[src/rtl/dma_seq_pkg.sv]
package dma_seq_pkg;

  typedef enum logic [1:0] {
    TM_COMPAT = 2'b00,
    TM_A      = 2'b01,
    TM_B      = 2'b10,
    TM_F      = 2'b11
  } tmode_e;

  // Faster modes are only legal toward fast system memory.
  function automatic tmode_e eff_mode(input logic [1:0] code, input logic fast);
    return fast ? tmode_e'(code) : TM_COMPAT;
  endfunction

endpackage

[src/rtl/dma_req_cond.sv]
module dma_req_cond #(
  parameter int unsigned REQ_LAT = 8
) (
  input  logic clk,
  input  logic rst_n,
  input  logic dreq,
  input  logic sw_req,
  input  logic compat,
  input  logic clr,
  output logic req
);
  localparam int unsigned CW = $clog2(REQ_LAT + 1);

  logic [CW-1:0] cnt_q, cnt_d;
  logic          hw_ok;

  always_comb begin
    if (!dreq || clr)               cnt_d = '0;
    else if (cnt_q != CW'(REQ_LAT)) cnt_d = cnt_q + CW'(1);
    else                            cnt_d = cnt_q;
  end

  always_ff @(posedge clk or negedge rst_n) begin
    if (!rst_n) cnt_q <= '0;
    else        cnt_q <= cnt_d;
  end

  assign hw_ok = compat ? (dreq && (cnt_q == CW'(REQ_LAT))) : dreq;
  assign req   = hw_ok | sw_req;

  // a held-back hardware request appears only after its line was high
  p_lat_hold_r4: assert property (@(posedge clk) disable iff (!rst_n)
    ($rose(req) && !sw_req && compat) |-> $past(dreq));

endmodule

[src/rtl/dma_arb.sv]
module dma_arb #(
  parameter int unsigned NUM_CH = 4
) (
  input  logic [NUM_CH-1:0] req,
  output logic [NUM_CH-1:0] gnt
);
  always_comb begin
    gnt = '0;
    for (int c = NUM_CH - 1; c >= 0; c--) begin
      if (req[c]) gnt = NUM_CH'(1) << c;
    end
  end

  // single grant, and a grant whenever anything requests
  always_comb begin
    p_arb_onehot_r6: assert ($onehot0(gnt));
    p_arb_live_r6:   assert ((req == '0) || (gnt != '0));
  end

endmodule

[src/rtl/dma_cycle_fsm.sv]
module dma_cycle_fsm
  import dma_seq_pkg::*;
#(
  parameter int unsigned NUM_CH     = 4,
  parameter int unsigned LEN_COMPAT = 8,
  parameter int unsigned LEN_A      = 6,
  parameter int unsigned LEN_B      = 5,
  parameter int unsigned LEN_F      = 3
) (
  input  logic                  clk,
  input  logic                  rst_n,
  input  logic [NUM_CH-1:0]     req,
  input  logic [NUM_CH-1:0]     gnt,
  input  logic [2*NUM_CH-1:0]   tmode,
  input  logic [NUM_CH-1:0]     fast_mem,
  input  logic [NUM_CH-1:0]     dir,
  output logic [NUM_CH-1:0]     dack_n,
  output logic [NUM_CH-1:0]     rel,
  output logic                  ior_n,
  output logic                  iow_n,
  output logic                  memr_n,
  output logic                  memw_n,
  output logic                  done
);
  localparam int unsigned LMAX =
    (LEN_COMPAT > LEN_A) ? ((LEN_COMPAT > LEN_B) ? LEN_COMPAT : LEN_B) : LEN_A;
  localparam int unsigned LW = $clog2(LMAX + 1);

  logic              act_q, act_d;
  logic [NUM_CH-1:0] ch_q, ch_d;
  logic [LW-1:0]     ph_q, ph_d, len_q, len_d;
  logic              dir_q, dir_d;
  logic [NUM_CH-1:0] sel;
  logic [1:0]        sel_mode;
  logic              sel_fast, sel_dir, cont, rd, wr;
  logic [LW-1:0]     sel_len;

  // Per-cycle parameters of the channel about to start a cycle.
  always_comb begin
    sel      = act_q ? ch_q : gnt;
    sel_mode = '0;
    sel_fast = 1'b0;
    sel_dir  = 1'b0;
    for (int c = 0; c < NUM_CH; c++) begin
      if (sel[c]) begin
        sel_mode = tmode[2*c +: 2];
        sel_fast = fast_mem[c];
        sel_dir  = dir[c];
      end
    end
    case (eff_mode(sel_mode, sel_fast))
      TM_A:    sel_len = LW'(LEN_A);
      TM_B:    sel_len = LW'(LEN_B);
      TM_F:    sel_len = LW'(LEN_F);
      default: sel_len = LW'(LEN_COMPAT);
    endcase
  end

  assign done = act_q && (ph_q == len_q);
  assign cont = |(req & ch_q);

  always_comb begin
    act_d = act_q;
    ch_d  = ch_q;
    ph_d  = ph_q;
    len_d = len_q;
    dir_d = dir_q;
    rel   = '0;
    if (!act_q) begin
      if (|gnt) begin
        act_d = 1'b1;
        ch_d  = gnt;
        ph_d  = LW'(1);
        len_d = sel_len;
        dir_d = sel_dir;
      end
    end else if (done) begin
      if (cont) begin
        ph_d  = LW'(1);
        len_d = sel_len;
        dir_d = sel_dir;
      end else begin
        act_d = 1'b0;
        ch_d  = '0;
        rel   = ch_q;
      end
    end else begin
      ph_d = ph_q + LW'(1);
    end
  end

  always_ff @(posedge clk or negedge rst_n) begin
    if (!rst_n) begin
      act_q <= 1'b0;
      ch_q  <= '0;
      ph_q  <= '0;
      len_q <= '0;
      dir_q <= 1'b0;
    end else begin
      act_q <= act_d;
      ch_q  <= ch_d;
      ph_q  <= ph_d;
      len_q <= len_d;
      dir_q <= dir_d;
    end
  end

  assign rd     = act_q && (ph_q < len_q);
  assign wr     = act_q && (ph_q >= LW'(2)) && (ph_q < len_q);
  assign memr_n = ~(rd && !dir_q);
  assign ior_n  = ~(rd &&  dir_q);
  assign iow_n  = ~(wr && !dir_q);
  assign memw_n = ~(wr &&  dir_q);
  assign dack_n = ~ch_q;

  p_one_dack_r6: assert property (@(posedge clk) disable iff (!rst_n)
    $onehot0(~dack_n));
  p_wr_in_rd_r7: assert property (@(posedge clk) disable iff (!rst_n)
    (!iow_n || !memw_n) |-> (!ior_n || !memr_n));
  p_done_quiet_r7: assert property (@(posedge clk) disable iff (!rst_n)
    done |-> (ior_n && iow_n && memr_n && memw_n && !(&dack_n)));
  p_dack_move_r8: assert property (@(posedge clk) disable iff (!rst_n)
    !$stable(dack_n) |-> ($past(done) || $past(&dack_n)));
  p_release_r9: assert property (@(posedge clk) disable iff (!rst_n)
    $rose(&dack_n) |-> $past(done));

endmodule

[src/rtl/dma_cycle_seq.sv]
module dma_cycle_seq
  import dma_seq_pkg::*;
#(
  parameter int unsigned NUM_CH     = 4,
  parameter int unsigned REQ_LAT    = 8,
  parameter int unsigned LEN_COMPAT = 8,
  parameter int unsigned LEN_A      = 6,
  parameter int unsigned LEN_B      = 5,
  parameter int unsigned LEN_F      = 3
) (
  input  logic                clk,
  input  logic                rst_n,
  input  logic [NUM_CH-1:0]   dreq_i,
  input  logic [NUM_CH-1:0]   sw_req_i,
  input  logic [2*NUM_CH-1:0] tmode_i,
  input  logic [NUM_CH-1:0]   fast_mem_i,
  input  logic [NUM_CH-1:0]   dir_i,
  output logic [NUM_CH-1:0]   dack_n_o,
  output logic                ior_n_o,
  output logic                iow_n_o,
  output logic                memr_n_o,
  output logic                memw_n_o,
  output logic                done_o
);
  logic [NUM_CH-1:0] req, gnt, rel, compat;

  for (genvar c = 0; c < NUM_CH; c++) begin : g_ch
    assign compat[c] = (eff_mode(tmode_i[2*c +: 2], fast_mem_i[c]) == TM_COMPAT);

    dma_req_cond #(.REQ_LAT(REQ_LAT)) i_cond (
      .clk    (clk),
      .rst_n  (rst_n),
      .dreq   (dreq_i[c]),
      .sw_req (sw_req_i[c]),
      .compat (compat[c]),
      .clr    (rel[c]),
      .req    (req[c])
    );
  end

  dma_arb #(.NUM_CH(NUM_CH)) i_arb (
    .req (req),
    .gnt (gnt)
  );

  dma_cycle_fsm #(
    .NUM_CH(NUM_CH), .LEN_COMPAT(LEN_COMPAT),
    .LEN_A(LEN_A), .LEN_B(LEN_B), .LEN_F(LEN_F)
  ) i_fsm (
    .clk      (clk),
    .rst_n    (rst_n),
    .req      (req),
    .gnt      (gnt),
    .tmode    (tmode_i),
    .fast_mem (fast_mem_i),
    .dir      (dir_i),
    .dack_n   (dack_n_o),
    .rel      (rel),
    .ior_n    (ior_n_o),
    .iow_n    (iow_n_o),
    .memr_n   (memr_n_o),
    .memw_n   (memw_n_o),
    .done     (done_o)
  );

endmodule

[config.mk]
export PLATFORM = sky130hd
export DESIGN_NAME = dma_cycle_seq
export DESIGN_NICKNAME = d
export VERILOG_FILES = /design/src/rtl/dma_seq_pkg.sv /design/src/rtl/dma_req_cond.sv /design/src/rtl/dma_arb.sv /design/src/rtl/dma_cycle_fsm.sv /design/src/rtl/dma_cycle_seq.sv
export SDC_FILE = /design/constraint.sdc
export NUM_CORES = 1
export LEC_CHECK = 0
export BUFFER_PORTS_ARGS = -buffer_cell sky130_fd_sc_hd__buf_2
export CAP_MARGIN = 20
export CORE_ASPECT_RATIO = 0.75
export CORE_UTILIZATION = 30
export CTS_BUF_LIST = sky130_fd_sc_hd__clkbuf_16
export DETAILED_ROUTE_END_ITERATION = 10
export PLACE_DENSITY = 0.61
export SLEW_MARGIN = 20
export SYNTH_ARGS = -nofsm -noshare
export SYNTH_HDL_FRONTEND = slang
export SYNTH_SLANG_ARGS = --single-unit
[constraint.sdc]
create_clock -name clk -period 2.85 [get_ports clk]
set_input_delay 0.855 -clock clk [delete_from_list [all_inputs] [get_ports clk]]
set_output_delay 0.855 -clock clk [all_outputs]
set_load 0.02 [all_outputs]
======== Yosys cells after proc, flatten, opt, wreduce, memory -nomap -nowiden ========
Index checks and enable logic that the tools add are counted.
operators by class
  add/sub/neg operators ................... 5
  order comparisons ....................... 2
  eq/ne operators ......................... 16
  muxes and demuxes ....................... 58
  bitwise gates (word level) .............. 10
  reduce and logical (&&, ||, !) cells .... 35
operators by type and width
  cell                                                                    count
  4-bit two-way mux                                                       28
  4-bit by 1-bit adder with 4-bit output (second input constant)          5
  1-bit two-way mux                                                       20
  2-bit two-way mux                                                       9
  4-bit == test (second input constant)                                   4
  4-bit inequality test (second input constant)                           4
  1-bit logical AND                                                       12
  4-bit case mux with 3 select lines                                      1
  2-bit nonzero test                                                      5
  2-bit zero test                                                         4
  4-bit OR reduction                                                      2
  2-bit inequality test (second input constant)                           3
  3-bit AND reduction                                                     2
  1-bit zero test                                                         5
  4-bit AND                                                               1
  2-bit == test (second input constant)                                   2
  4-bit == test                                                           1
  4-bit by 2-bit >= comparator with 1-bit output (second input constant)  1
  1-bit logical OR                                                        4
  4-bit < comparator                                                      1
  1-bit inverter                                                          4
  4-bit inverter                                                          1
  1-bit OR                                                                4
  3-bit inequality test (second input constant)                           1
  other kinds (2)                                                         2
word-level totals
  flip-flop bits (word level) ............. 30
  bits of input ports ..................... 26
  output and inout port bits .............. 9
  word-level logic and storage cells ...... 135

======== Logic depth before layout (Yosys ltp) ========
Gate-level depths: netlist (run 1).
  depth in word-level cells ............... 19
  gate-level depth with buffers ........... 12
  mapped depth without buffers ............ 11

======== By module ========
A second synthesis (run 1) with hierarchy kept.
second synthesis, totals
  cells, all modules ...................... 228
  area, all modules ....................... 2,085.8 µm²
modules (own cells, without submodules)
  module         times used  cells each  area an instance (µm²)  seq. area each (µm²)
  dma_cycle_fsm  1           128         1,076.0                 350.3
  dma_req_cond   4           23          237.7                   100.1
  dma_arb        1           4           38.8                    0.0
  dma_cycle_seq  1           4           20.0                    0.0

======== Worst setup path before layout (run 1) ========
No wires, ideal clock.
  path kind ............................... input -> register
  from .................................... input port tmode_i[0]
  to ...................................... register i_fsm.len_q[0]
  setup time .............................. 0.132 ns
  arrival time ............................ 2.881 ns
  required time ........................... 2.718 ns
  setup slack ............................. -0.163 ns
  stages .................................. 8
  buffers on the path ..................... 0
  cell sequence ........................... o211a_1 or4_4 o41ai_4 or3_1 o311ai_1 ha_1 a21oi_1 o41ai_2
between the ends
  longest elaborated chain between the ends .. 16
  elaborated cells on any way between the ends .. 29
  classes of those cells .................. eq/ne: 4; mux: 18; bitwise: 2; reduce/logical: 5
RTL lines
  what                                                                       line                  RTL
  start: declaration                                                         dma_cycle_seq.sv:15   input logic [2*NUM_CH-1:0] tmode_i,
  2-bit two-way mux                                                          dma_seq_pkg.sv:12     return fast ? tmode_e'(code) : TM_COMPAT;
  2-bit zero test                                                            dma_cycle_seq.sv:28   assign compat[c] = (eff_mode(tmode_i[2*c +: 2], fast_mem_i[c]) == TM_COMPAT);
  1-bit two-way mux                                                          dma_req_cond.sv:28    assign hw_ok = compat ? (dreq && (cnt_q == CW'(REQ_LAT))) : dreq;
  1-bit OR                                                                   dma_req_cond.sv:29    assign req = hw_ok | sw_req;
  4-bit two-way mux                                                          dma_arb.sv:10         if (req[c]) gnt = NUM_CH'(1) << c;
  4-bit two-way mux                                                          dma_cycle_fsm.sv:40   sel = act_q ? ch_q : gnt;
  2-bit two-way mux or 1-bit two-way mux (tied branches) (4 in series)       dma_cycle_fsm.sv:45   if (sel[c]) begin
  2-bit two-way mux                                                          dma_seq_pkg.sv:12
  2-bit == test or 2-bit by 1-bit == test with 1-bit output (tied branches)  dma_cycle_fsm.sv:51   case (eff_mode(sel_mode, sel_fast))
  4-bit case mux with 3 select lines                                         dma_cycle_fsm.sv:51
  4-bit two-way mux                                                          dma_cycle_fsm.sv:78   if (cont) begin
  4-bit two-way mux                                                          dma_cycle_fsm.sv:77   end else if (done) begin
  4-bit two-way mux                                                          dma_cycle_fsm.sv:69   if (!act_q) begin
  end signal: assignment                                                     dma_cycle_fsm.sv:103  len_q <= len_d;
  end: declaration                                                           dma_cycle_fsm.sv:31   logic [LW-1:0] ph_q, ph_d, len_q, len_d;
Parallel ways exist; a longest one is shown, timed or not. The select of a mux whose other input is x is not followed.
A chain may end at the register's enable or synchronous reset.

======== Worst setup path after layout (run 1) ========
  from .................................... register i_fsm.len_q[1]
  to ...................................... output port memw_n_o
between the ends
  longest elaborated chain between the ends .. 4
RTL lines
  what                line                  RTL
  4-bit < comparator  dma_cycle_fsm.sv:109  assign wr = act_q && (ph_q >= LW'(2)) && (ph_q < len_q);
  1-bit logical AND   dma_cycle_fsm.sv:109
  1-bit logical AND   dma_cycle_fsm.sv:113  assign memw_n = ~(wr && dir_q);
  1-bit inverter      dma_cycle_fsm.sv:113
  end: declaration    dma_cycle_seq.sv:22   output logic memw_n_o,
Every way passes these cells.

==> reports/qor.yml, run 1 <==
ys_seq_area_frac: 0.3729
start_util: 0.3155
core_sq_um: 6381
ir_drop_mv: 0.3890
reg2reg_to: "i_fsm.len_q[0]$_DFFE_PN0P_"
crit_required_ns: 2.00
vias_per_cell: 4.952
fin_crit_sh: 0.9855
ys_warn_count: 0
crit_start: "i_fsm.len_q[1]$_DFFE_PN0P_"
io_buffer_count: 34
first_pass_iters: 4
hold_start: "i_fsm.len_q[3]$_DFFE_PN0P_"
grt_use_total: 0.1624
syn_inst: 216
die_y_um: 72.95
drive_gt1_frac: 0.3615
cts-buffers-inserted: 5
final_net_count: 338
gr-total-overflow: 0
wire_per_inst_um: 13.62
synth_top_area_frac: 0.3729
finalSetupViolations: 0
path_cells: "inv_2 -> ha_4 -> nor2b_4 -> o21ai_2 -> nand2b_1 -> a211oi_2 -> o41ai_2 -> or2_4 -> buf_6"
clkSlewWorstSetupHoldPaths_ns: 0.05
ctsHtreeMaxLevel: 2
grt_pass1_wl_mm: 8.694
dr.first_iter.drc_count: 99
yosysUniqueCellTypes: 49
fin_crit_ns: 2.809
pin_count: 35
yosys.area_share.simple: 0.2032
seq_power_share: 0.248
hold_viol: 0
relSlewSlack: 0.5236
path_class: "register to primary output"
synth_top_cell_by_area: "dfrtp_1"
hp-class: "register to register"
clock_latency_ns: 0.27
area_growth_pct: 38.41
maxCapViolCount: 0
synth_seq_cells: 30
cp-start-kind: "register"
dp.final_hpwl_mm: 3.985
clockBufferDepth: 2
swShare: 0.3976
r2r_start: "g_ch[0].i_cond.cnt_q[0]$_DFFE_PN0P_"
rr_worst_depth: 10
leakagePower_nw: 1.341
grt_pass1_vias: 1860
route.antenna.remaining_nets: 0
synth_edf_count: 0
drc: 0
ys.flop_type: "dfrtp_1"
cts_tree: "done"
grt_max_degree: 31
crit_slowest_cell: "dfrtp_1"
vias: 1867
clockPowerShare: 0.183
endpoint: "memw_n_o"
num_rows: 25
synth-xor-area-share: 0.05221
ctsHoldBuffers: 0
p_int_w: 0.001591
critical_path_arrival_ns: 1.95
rsz0062_at_grt: "yes"
nFillCells: 618
slew_viol_final: 0
synthMuxAreaShare: 0.03667
diodes: 0
critPathCaptureType: "primary output"
crit_path_max_incr_delay_ns: 0.36
reg2reg_slack_ns: 0.21
syn_area_sq_um: 2013
syn_nets: 257
async_reset_ff_frac: 1.000
synth_fa_ha_area_frac: 0.09323
yosys-top-cells-area: "dfrtp_1 37%, ha_1 9.3%, nand2_1 4.7%"
hold-worst-slack_ns: 0.5077
avgSynthCellArea_sq_um: 9.320
power_switching_w: 0.001050
pwr_density_cell_nw_per_um2: 948.1
synth_compound_area_frac: 0.1952
path_max_fanout: 2
worst_pin_slew_ns: 0.7147
chipWidth_um: 96.59
grt_antenna_before_repair: 0
dieArea_sq_um: 7046
max_freq_mhz: 356.0
root_buffer: "clkbuf_16"
wl_mm: 5.134
finalClockSkew_ns: 0.003655
finalWeightedCongestion: 0.8048
setup_tns_ns: 0
status: "complete, no violations"
comb_power_share: 0.569
synth_top_family_by_area: "simple AND/OR/NAND/NOR gates"
cts_sinks: 30
==> power groups by stage <==
| stage | combinational, W | sequential [W] | clock [W] |
|---|---|---|---|
| after global routing | 0.00167 | 0.000676 | 0.000523 |
| after detailed placement | 0.00130 | 0.000654 | 0 |
| final | 0.00150 | 0.000655 | 0.000484 |
| after CTS | 0.00140 | 0.000651 | 0.000497 |
| after floorplan | 0.000808 | 0.000622 | 0 |
| after global placement | 0.00128 | 0.000653 | 0 |
==> flip-flops by register name, summed over array words and instances (netlist names) <==
signal             flops
g_ch.i_cond.cnt_q     16
i_fsm.ph_q             4
i_fsm.dir_q            1
i_fsm.act_q            1
i_fsm.ch_q             4
i_fsm.len_q            4
==> critical path, delay by kind of cell, from the launching register on <==
| family | cells | cell delay [ns] |
|---|---|---|
| AO/OA/AOI/OAI | 3 | 0.47 |
| adder cells (fa/ha/maj) | 1 | 0.21 |
| buffers and inverters | 2 | 0.21 |
| flip-flops | 1 | 0.36 |
| AND/OR/NAND/NOR | 3 | 0.44 |
==> what timing repair did <==
action,4_1_cts,5_1_grt
pin swaps,1,2
gates resized for setup,7,9
buffers inserted,1,2
setup endpoints to repair,2,5
==> worst min path at each step <==
stage                                       to  slack, ns  depth (start not counted)
finish              i_fsm.len_q[3]$_DFFE_PN0P_       0.51                          1
global route        i_fsm.len_q[3]$_DFFE_PN0P_       0.55                          1
CTS                 i_fsm.len_q[3]$_DFFE_PN0P_       0.51                          1
detailed placement  i_fsm.len_q[3]$_DFFE_PN0P_       0.50                          1
global placement    i_fsm.len_q[3]$_DFFE_PN0P_       0.50                          1
floorplan           i_fsm.len_q[3]$_DFFE_PN0P_       0.48                          1
==> per-stage QoR <==
stage	cell area (sq um)	power, W	instances	util	setup WS, ns
2_1_floorplan	2028	0.001430	216	-	-0.1076
3_3_place_gp	2574	0.001932	368	0.4033	-0.1649
3_5_place_dp	2574	0.001951	368	0.4033	-0.2323
4_1_cts	2731	0.002548	375	0.4280	0.01238
5_1_grt	2786	0.002868	377	0.4367	-0.04006
6_report	2786	0.002642	377	0.4367	0.04134
==> area by class of cell <==
type / count / area, sq um / share of cell area
inverters: 20 / 75.07 / 0.02694
clock inverters: 1 / 3.754 / 0.001347
well taps: 81 / 101.3 / 0.03637
repair buffers: 76 / 498.0 / 0.1787
clock buffers: 5 / 125.1 / 0.04490
multi-input cells: 164 / 1232 / 0.4423
flip-flops and latches: 30 / 750.7 / 0.2694
==> layer usage <==
layer | track usage | wire [um] | up-vias
li1 | - | - | 943
met1 | 0.2283 | 2526 | 857
met2 | 0.2379 | 2198 | 57
met3 | 0.04583 | 323 | 10
met4 | 0.05556 | 86 | 0
met5 | 0 | 0 | -
==> Yosys cell counts (2+ instances only) <==
master	instances
a21boi_0	2
a21oi_1	4
a221oi_1	2
and3b_1	2
and4b_2	2
dfrtp_1	30
ha_1	15
inv_1	19
mux2_2	3
mux2i_1	4
nand2_1	25
nand2b_1	2
nand3_1	9
nand3b_1	2
nand4_1	3
nor2_1	23
nor3_1	4
o211a_1	4
o21ai_0	11
o22ai_1	2
o31ai_1	5
o41ai_1	4
or3_1	2
or3_2	2
xnor2_1	6
xor2_1	6
==> layout by cell type, fill, tap and decap left out, types with 3 or more instances in the layout <==
cell and count:
xnor2_1 6, mux2i_1 4, buf_4 42, xor2_1 6, nand4_1 3, ha_1 14, buf_2 32, nand3_1 9
nor2_1 23, o31ai_1 5, nand2_1 24, o41ai_1 3, dfrtp_1 30, inv_1 18, o211a_1 3, o21ai_0 10
mux2_2 3, clkbuf_16 5, a21oi_1 3, nor3_1 4
==> cell families (layout without fill, tap and decap cells) <==
kind of cell / count (synthesis) / in the layout
buffers and inverters: 22 / 102
AOI/OAI and AO/OA: 48 / 48
xor gates and xnor gates: 12 / 12
and+or+nand+nor: 82 / 82
muxes: 7 / 7
adders and majority gates: 15 / 15
DFF: 30 / 30
(Power assumes the default switching activity.)
==> inputs of run 2 (changes only) <==
Settings changed: REMOVE_ABC_BUFFERS set to 1.
==> run 2 against run 1 <==
Final cell count increased by 0.80%; critical path type is now input port to register; clock skew about the same; register-to-register slack got worse by 0.11 ns; non-clock buffer count increased by 3; via count increased by 4.1%; total power about the same; utilization increased by 0.59 points; global-route usage increased by 0.20 points; hold slack improved by 0.018 ns; sequential share of layout area decreased by 0.36 points.
==> reports/qor.yml, run 2 (synthesis gave the netlist of run 1 again) <==
cts_sinks: 30
dr.first_iter.drc_count: 95
path_class: "input port to register"
fin_crit_ns: 2.817
fin_crit_sh: 0.9883
route.antenna.remaining_nets: 0
max_freq_mhz: 355.0
ir_drop_mv: 0.3174
finalClockSkew_ns: 0.003804
gr-total-overflow: 0
status: "complete, no violations"
drive_gt1_frac: 0.3779
setup_tns_ns: 0
chipWidth_um: 96.59
rsz0062_at_grt: "yes"
pin_count: 35
cts_tree: "done"
hold-worst-slack_ns: 0.5255
drc: 0
ctsHoldBuffers: 0
io_buffer_count: 34
cts-buffers-inserted: 5
path_cells: "buf_2 -> and4b_2 -> or4_4 -> o41ai_4 -> or3_1 -> o311ai_1 -> ha_1 -> a21oi_1 -> o41ai_2"
hold_viol: 0
clkSlewWorstSetupHoldPaths_ns: 0.05
regMostFlops: "g_ch.i_cond.cnt_q"
hp-class: "register to register"
root_buffer: "clkbuf_16"
layout_commonest_cell: "buf_4"
relSlewSlack: 0.5174
finalWeightedCongestion: 0.8944
grt_use_total: 0.1644
instances_no_fill: 380
largest_register_ffs: 16
diodes: 0
wl_mm: 5.459
maxCapViolCount: 0
wire_per_inst_um: 14.37
critPathCaptureType: "register"
crit_required_ns: 3.00
die_y_um: 72.95
clockBufferDepth: 2
pwr_density_cell_nw_per_um2: 934.6
start_util: 0.3155
dieArea_sq_um: 7046
vias_per_cell: 5.113
core_sq_um: 6381
grt_antenna_before_repair: 0
critical_path_arrival_ns: 2.96
final_net_count: 341
crit_slowest_cell: "or4_4"
num_rows: 25
leakagePower_nw: 1.363
grt_pass1_vias: 1780
final_cell_mix: "45 x buf_4, 31 x buf_2, 30 x dfrtp_1"
slew_viol_final: 0
placed_cells: 373
area_growth_pct: 40.27
grt_max_degree: 31
finalSetupViolations: 0
path_max_fanout: 5
vias: 1943
crit_path_max_incr_delay_ns: 0.48
dp.final_hpwl_mm: 4.177
worst_pin_slew_ns: 0.7239
clock_latency_ns: 0.27
cp-start-kind: "input port"
ctsHtreeMaxLevel: 2
first_pass_iters: 4
grt_pass1_wl_mm: 8.556
## run 2: worst paths after layout
kind	from	depth (start not counted)	end	slack [ns]
hold reg to reg	i_fsm.len_q[3]$_DFFE_PN0P_	1	i_fsm.len_q[3]$_DFFE_PN0P_	0.53
max in group asynchronous	rst_n	1	i_fsm.ch_q[2]$_DFFE_PN0P_	1.75
hold / removal	i_fsm.len_q[3]$_DFFE_PN0P_	1	i_fsm.len_q[3]$_DFFE_PN0P_	0.53
setup / recovery	dreq_i[0]	9	i_fsm.len_q[0]$_DFFE_PN0P_	0.03
min in group asynchronous	rst_n	1	g_ch[1].i_cond.cnt_q[2]$_DFFE_PN0P_	0.64
setup reg to reg	g_ch[0].i_cond.cnt_q[0]$_DFFE_PN0P_	10	i_fsm.len_q[0]$_DFFE_PN0P_	0.10
## run 2: where the power goes
group	total [W]	switching [W]	leakage (nW)	internal, W
sequential	0.000666	0.000124	0.386	0.000542
clock	0.000482	0.000173	0.0632	0.000309
combinational	0.00149	0.000747	0.914	0.000744
## run 2: stage by stage
| step | setup WS, ns | total power (W) | instance area [sq um] | utilization |
|---|---|---|---|---|
| 2_1_floorplan | -0.1628 | 0.001412 | 1994 | - |
| 3_3_place_gp | -0.2827 | 0.001928 | 2596 | 0.4069 |
| 3_5_place_dp | -0.2600 | 0.001949 | 2596 | 0.4069 |
| 4_1_cts | 0.01616 | 0.002565 | 2766 | 0.4335 |
| 5_1_grt | -0.04035 | 0.002861 | 2824 | 0.4425 |
| 6_report | 0.03338 | 0.002639 | 2824 | 0.4425 |
## run 2: critical path, delay by kind of cell
family,cells,cell delay (ns)
AND/OR/NAND/NOR,3,0.95
AO/OA/AOI/OAI,4,0.83
buffers and inverters,1,0.13
adder cells (fa/ha/maj),1,0.21
## run 2: area by class of cell
cell class	count	area, sq um
well taps	81	101.3
fillers	637	3557
clock inverters	1	3.754
flip-flops and latches	30	750.7
inverters	20	75.07
repair buffers	79	526.8
clock buffers	5	125.1
multi-input cells	164	1241
## run 2: layer usage
layer / share of wire / track usage / vias up / wire, um
met1: 0.49 / 0.2311 / 942 / 2681
met5: 0 / 0 / - / 0
met3: 0.062 / 0.04167 / 5 / 338
li1: - / - / 948 / -
met2: 0.44 / 0.2480 / 48 / 2394
met4: 0.0084 / 0.04902 / 0 / 46
## run 2: what timing repair did
action | CTS | global route
cloned | 0 | 0
pin swaps | 1 | 1
endpoints found under the setup margin | 4 | 25
setup buffers | 1 | 1
resized for setup | 8 | 13
